**src/rtl/i2cfq_pkg.sv**
```systemverilog
package i2cfq_pkg;
  localparam int NSRC     = 7;   // interrupt sources
  localparam int FLD_W    = 7;   // width of level / trigger fields
  localparam int SRC_TXAE = 0;
  localparam int SRC_RXAF = 1;
  localparam int SRC_TXUR = 2;
  localparam int SRC_TXOR = 3;
  localparam int SRC_RXUR = 4;
  localparam int SRC_RXOR = 5;
  localparam int SRC_TRL  = 6;
endpackage

```
**src/rtl/i2cfq_fifo.sv**
```systemverilog
module i2cfq_fifo #(
  parameter int DEPTH = 16,
  parameter int DW    = 8,
  localparam int AW   = $clog2(DEPTH),
  localparam int LW   = $clog2(DEPTH + 1)
) (
  input  logic          clk,
  input  logic          rst,
  input  logic          en,
  input  logic          push,
  input  logic [DW-1:0] din,
  input  logic          pop,
  output logic [DW-1:0] dout,
  output logic [LW-1:0] level,
  output logic          full,
  output logic          empty,
  output logic          over_err,
  output logic          under_err
);
  logic [DW-1:0] mem [DEPTH];
  logic [AW-1:0] wptr, rptr;
  logic wr_ok, rd_ok;

  assign full      = (level == LW'(DEPTH));
  assign empty     = (level == '0);
  assign wr_ok     = en & push & ~full;
  assign rd_ok     = en & pop & ~empty;
  assign over_err  = en & push & full;
  assign under_err = en & pop & empty;

  // storage and registered read port, no reset so block RAM fits
  always_ff @(posedge clk) begin
    if (wr_ok) mem[wptr] <= din;
    if (rd_ok) dout <= mem[rptr];
  end

  always_ff @(posedge clk) begin
    if (rst || !en) begin
      wptr  <= '0;
      rptr  <= '0;
      level <= '0;
    end else begin
      if (wr_ok) wptr <= wptr + AW'(1);
      if (rd_ok) rptr <= rptr + AW'(1);
      level <= level + LW'(wr_ok) - LW'(rd_ok);
    end
  end
endmodule

```
**src/rtl/i2cfq_trail.sv**
```systemverilog
module i2cfq_trail #(
  parameter int CW = 4
) (
  input  logic          clk,
  input  logic          rst,
  input  logic          arm,
  input  logic          restart,
  input  logic          tick,
  input  logic [CW-1:0] limit,
  output logic          fire
);
  logic [CW:0] cnt;
  logic [CW:0] lim_x;

  assign lim_x = {1'b0, limit};
  assign fire  = arm & ~restart & (cnt == lim_x);

  // after firing the count parks above the limit until re-armed
  always_ff @(posedge clk) begin
    if (rst || !arm || restart)
      cnt <= '0;
    else if (fire)
      cnt <= lim_x + (CW+1)'(1);
    else if (tick && (cnt < lim_x))
      cnt <= cnt + (CW+1)'(1);
  end
endmodule

```
**src/rtl/i2c_fifo_irq.sv**
```systemverilog
module i2c_fifo_irq
  import i2cfq_pkg::*;
#(
  parameter int DEPTH = 16,
  parameter int TRW   = 4
) (
  input  logic             clk,
  input  logic             rst,
  input  logic [22:0]      ctl_word,
  input  logic [TRW-1:0]   trail_count,
  input  logic [NSRC-1:0]  int_en,
  input  logic             ack_wr,
  input  logic [NSRC-1:0]  ack_mask,
  input  logic             tx_wr,
  input  logic [7:0]       tx_wdata,
  input  logic             tx_pop,
  output logic [7:0]       tx_bdata,
  input  logic             rx_push,
  input  logic [7:0]       rx_bdata,
  input  logic             rx_rd,
  output logic [7:0]       rx_rdata,
  input  logic             bit_tick,
  output logic [31:0]      fifo_stat,
  output logic [NSRC-1:0]  int_stat,
  output logic             irq
);
  localparam int LW = $clog2(DEPTH + 1);

  logic             rx_en, tx_en;
  logic [FLD_W-1:0] rx_trig, tx_trig;
  logic             ctl_unused;
  logic [LW-1:0]    tx_level, rx_level;
  logic [FLD_W-1:0] tx_lvl, rx_lvl;
  logic             tx_full, tx_empty, rx_full, rx_empty;
  logic             tx_over, tx_under, rx_over, rx_under;
  logic             trail_arm, trail_fire;
  logic [NSRC-1:0]  set_vec, clr_vec;

  assign rx_en      = ctl_word[0];
  assign tx_en      = ctl_word[1];
  assign rx_trig    = ctl_word[10:4];
  assign tx_trig    = ctl_word[22:16];
  assign ctl_unused = ^{ctl_word[3:2], ctl_word[15:11]};

  i2cfq_fifo #(.DEPTH(DEPTH), .DW(8)) u_txq (
    .clk(clk), .rst(rst), .en(tx_en),
    .push(tx_wr), .din(tx_wdata), .pop(tx_pop), .dout(tx_bdata),
    .level(tx_level), .full(tx_full), .empty(tx_empty),
    .over_err(tx_over), .under_err(tx_under)
  );

  i2cfq_fifo #(.DEPTH(DEPTH), .DW(8)) u_rxq (
    .clk(clk), .rst(rst), .en(rx_en),
    .push(rx_push), .din(rx_bdata), .pop(rx_rd), .dout(rx_rdata),
    .level(rx_level), .full(rx_full), .empty(rx_empty),
    .over_err(rx_over), .under_err(rx_under)
  );

  assign tx_lvl = FLD_W'(tx_level);
  assign rx_lvl = FLD_W'(rx_level);

  assign trail_arm = rx_en & ~rx_empty & (rx_lvl < rx_trig);

  i2cfq_trail #(.CW(TRW)) u_trail (
    .clk(clk), .rst(rst), .arm(trail_arm), .restart(rx_en & rx_push),
    .tick(bit_tick), .limit(trail_count), .fire(trail_fire)
  );

  always_comb begin
    set_vec           = '0;
    set_vec[SRC_TXAE] = tx_en & (tx_lvl <= tx_trig);
    set_vec[SRC_RXAF] = rx_en & ~rx_empty & (rx_lvl >= rx_trig);
    set_vec[SRC_TXUR] = tx_under;
    set_vec[SRC_TXOR] = tx_over;
    set_vec[SRC_RXUR] = rx_under;
    set_vec[SRC_RXOR] = rx_over;
    set_vec[SRC_TRL]  = trail_fire;
  end

  assign clr_vec = ack_wr ? ack_mask : '0;

  // sticky status: a live source wins over a clear in the same cycle
  always_ff @(posedge clk) begin
    if (rst) begin
      int_stat <= '0;
      irq      <= 1'b0;
    end else begin
      int_stat <= (int_stat & ~clr_vec) | set_vec;
      irq      <= |(int_stat & int_en);
    end
  end

  assign fifo_stat = {7'b0, rx_empty, rx_full, rx_lvl,
                      7'b0, tx_empty, tx_full, tx_lvl};
endmodule

```
**config.mk**
```make
export PLATFORM = sky130hd
export DESIGN_NAME = i2c_fifo_irq
export DESIGN_NICKNAME = d
export VERILOG_FILES = /design/src/rtl/i2cfq_pkg.sv /design/src/rtl/i2cfq_fifo.sv /design/src/rtl/i2cfq_trail.sv /design/src/rtl/i2c_fifo_irq.sv
export SDC_FILE = /design/constraint.sdc
export NUM_CORES = 1
export LEC_CHECK = 0
export ABC_AREA = 1
export CAP_MARGIN = 0
export CELL_PAD_IN_SITES_DETAIL_PLACEMENT = 0
export CELL_PAD_IN_SITES_GLOBAL_PLACEMENT = 1
export CORE_UTILIZATION = 26
export DETAILED_ROUTE_END_ITERATION = 8
export PLACE_DENSITY_LB_ADDON = 0.1
export REMOVE_ABC_BUFFERS = 1
export SLEW_MARGIN = 20
export SYNTH_ARGS = -nofsm -noshare
export SYNTH_HDL_FRONTEND = slang
export SYNTH_SLANG_ARGS = --single-unit
```
**constraint.sdc**
```tcl
create_clock -name clk -period 2.6 [get_ports clk]
set_clock_uncertainty 0.05 [all_clocks]
set_input_delay 0.52 -clock clk [delete_from_list [all_inputs] [get_ports clk]]
set_output_delay 0.52 -clock clk [all_outputs]
set_load 0.1 [all_outputs]
```
==> flow_summary.yaml <==
status:
  status: "finished, final reports clean"
drt:
  drc_errors: 0
  wl_per_cell_um: 17.7
  drtIter0Drc: 491
  num_vias: 8711
  ant_nets: 0
  routed_via_density: 4.38
  wl_mm: 35.2
  drtPass1Iterations: 4
finish:
  mostFrequentLayoutCell: "edfxtp_1"
  area_delta_synth_final_pct: 27.3
  drive_gt1_share_pct: 17.5
  fillers: 5204
  mostFrequentLayoutCells: "272 x edfxtp_1, 183 x nor2_1, 144 x o21ai_0"
  final_nets: 1392
  ff_latch_area_mm2: 0.00895
  multiInputGateArea_mm2: 0.00367
  fin_cells: 1990
  diodes: 0
hold_path:
  min-delay-start: "int_stat[5]"
  holdCritPathClass: "reg2reg"
timing:
  worst_slack_ns: 0.155
  period_share_pct: 94.1
  slew_headroom_pct: 53.4
  finalMaxSlewViolations: 0
  setup_viol: 0
  hold_violations: 0
  clock.fmax_mhz: 409
  post-route-min-period_ns: 2.45
  whs_ns: 0.438
  rsz0062_at_grt: "true"
  worst_pin_slew_ns: 0.699
clock_network:
  clk_pin_slew_ns: 0.06
  numCtsBuffers: 39
  clock_sinks: 311
  cts_tree: "built"
  clock_latency_ns: 0.55
  cts_hold_buf: 0
  root_buffer: "clkbuf_16"
  clockBufferDepth: 3
  htreeDepth: 2
worst_setup_path:
  arrival_ns: 2.82
  crit_fanout: 4
  cp-start-kind: "register"
  r2r-start: "u_rxq.level[2]"
  endpoint_kind: "register"
  worstSetupPathType: "reg2reg"
  cp-startpoint: "u_rxq.level[2]"
  worstPathRequired_ns: 2.98
power:
  seqPwrFrac_pct: 42.2
  internal_power_mw: 9.69
  swShare_pct: 26.4
  power_density_mw_per_mm2: 785
  power_switching_mw: 3.48
  power_frac_clock_pct: 43.9
  p_leak_nw: 6.05
  p_comb_share_pct: 13.8
  irDropWorstVdd_v: 0.000379
die:
  initial_core_util_pct: 26.3
  die-area_mm2: 0.0516
  core-area_mm2: 0.0501
  die_w_um: 227
  pin_count: 121
  dieHeight_um: 227
  num_rows: 82
placed_design:
  dp.final_hpwl_mm: 22.6
  place.gp.congestion: 0.710
  io_buffers: 95
  place_inst: 1914
  post-place-ws_ns: -0.314
global_route:
  grt_max_degree: 67
  antenna_found_initial: 0
  track_usage_pct: 13.8
  grt_pass1_wl_mm: 52.8
  grt_pass1_vias: 8717
  grt-ovfl-total: 0
synthesis:
  ys_ff_latch: 311
  netlist_instances: 1112
  ys_top_cells_by_area: "edfxtp_1 62%, dfxtp_1 5.9%, o21ai_0 5.5%, nor2_1 5.2%, o221ai_1 3.6%"
  syn_area_per_cell_um2: 11.9
  ys_async_sr_fraction_pct: 0
  synth_top_area_share_pct: 62.0
  synth_edf_count: 272
  yosysSeqAreaShare_pct: 67.9
  ys_warn_count: 0
  synth-main-ff-cell: "edfxtp_1"
  synth_area_mm2: 0.0132
  synthDistinctLibCells: 43
  synth_top_cell_by_area: "edfxtp_1"
job:
  drv_cap: 0
## cell families (layout without fill, tap and decap cells)
| family | Yosys count | after routing | share of synthesized area (%) |
|---|---|---|---|
| buffers and inverters | 152 | 341 | 5.01 |
| other | 1 | 18 | 0.0285 |
| and+or+nand+nor | 344 | 344 | 11.0 |
| AOI/OAI and AO/OA | 262 | 262 | 12.1 |
| DFF | 311 | 311 | 67.9 |
| xor gates and xnor gates | 3 | 3 | 0.199 |
| adders and majority gates | 39 | 39 | 3.82 |
## worst max-delay path, cell delays in order (launching register included)
cell	delay [ns]
dfxtp_1	0.32
inv_1	0.09
ha_2	0.20
nand3_2	0.13
nand2_2	0.10
inv_1	0.05
ha_1	0.26
inv_1	0.05
ha_1	0.17
inv_1	0.06
fa_2	0.36
nor3_2	0.19
a211oi_1	0.08
o21ai_1	0.15
a21oi_1	0.06
## area by class of cell
| type | count | area share (%) |
|---|---|---|
| clock inverter | 25 | 2.07 |
| sequential | 311 | 53.4 |
| multi-input combinational | 666 | 21.9 |
| clock buffer | 46 | 6.10 |
| inverter | 80 | 1.80 |
| timing repair buffer | 190 | 9.73 |
| tap | 672 | 5.01 |
## cell usage after synthesis (22+ instances only)
| cell | number |
|---|---|
| edfxtp_1 | 272 |
| nor2_1 | 184 |
| o21ai_0 | 145 |
| nand2_1 | 96 |
| inv_1 | 71 |
| o221ai_1 | 54 |
| clkbuf_1 | 45 |
| dfxtp_1 | 39 |
| ha_1 | 37 |
| nand3_1 | 37 |
| a21oi_1 | 30 |
| buf_4 | 22 |
## worst paths after layout
kind	to	slack (ns)	depth (start not counted)
worst min-delay path	int_stat[5]	0.44	2
worst max-delay path	u_rxq.level[4]	0.15	14
worst max register to register	u_rxq.level[4]	0.15	14
worst min register to register	int_stat[5]	0.44	2
## power by group through the flow
stage               clock (mW)  combinational [mW]  sequential, mW
finish                    5.79                1.82            5.56
floorplan                    0               0.753            6.05
global route              6.18                1.98            5.57
CTS                       5.98                1.81            5.56
global placement             0                1.80            5.66
detailed placement           0                1.80            5.66
## routing by layer
metal,part of all wire (%),GRT usage (%)
met1,45,17.8
met3,3.7,2.37
met2,49,23.4
met4,2.1,4.35
met5,0,0
## flip-flops by register name (all words and copies together) (netlist names), 5 cells and up
| name | count |
|---|---|
| int_stat | 7 |
| u_rxq.dout | 8 |
| u_rxq.level | 5 |
| u_rxq.mem | 128 |
| u_trail.cnt | 5 |
| u_txq.dout | 8 |
| u_txq.level | 5 |
| u_txq.mem | 128 |
## metrics by stage
step,total power [mW],TNS [ns],utilization [%],area (um2)
after global routing,13.7,-0.0262,33.5,16800
final,13.2,0,33.5,16800
after global placement,7.46,-0.949,30.6,15300
after CTS,13.3,0,33.3,16700
after floorplan,6.80,-22.61,-,12900
after detailed placement,7.46,-1.24,30.6,15300
## what timing repair did
| action | in CTS | in global routing |
|---|---|---|
| gates resized for setup | 2 | 16 |
| setup buffers | 0 | 5 |
| hold endpoints to repair | 0 | 0 |
| pin swaps | 1 | 5 |
| setup endpoints to repair | 1 | 2 |
No activity file was read; power rests on OpenSTA's default activity.
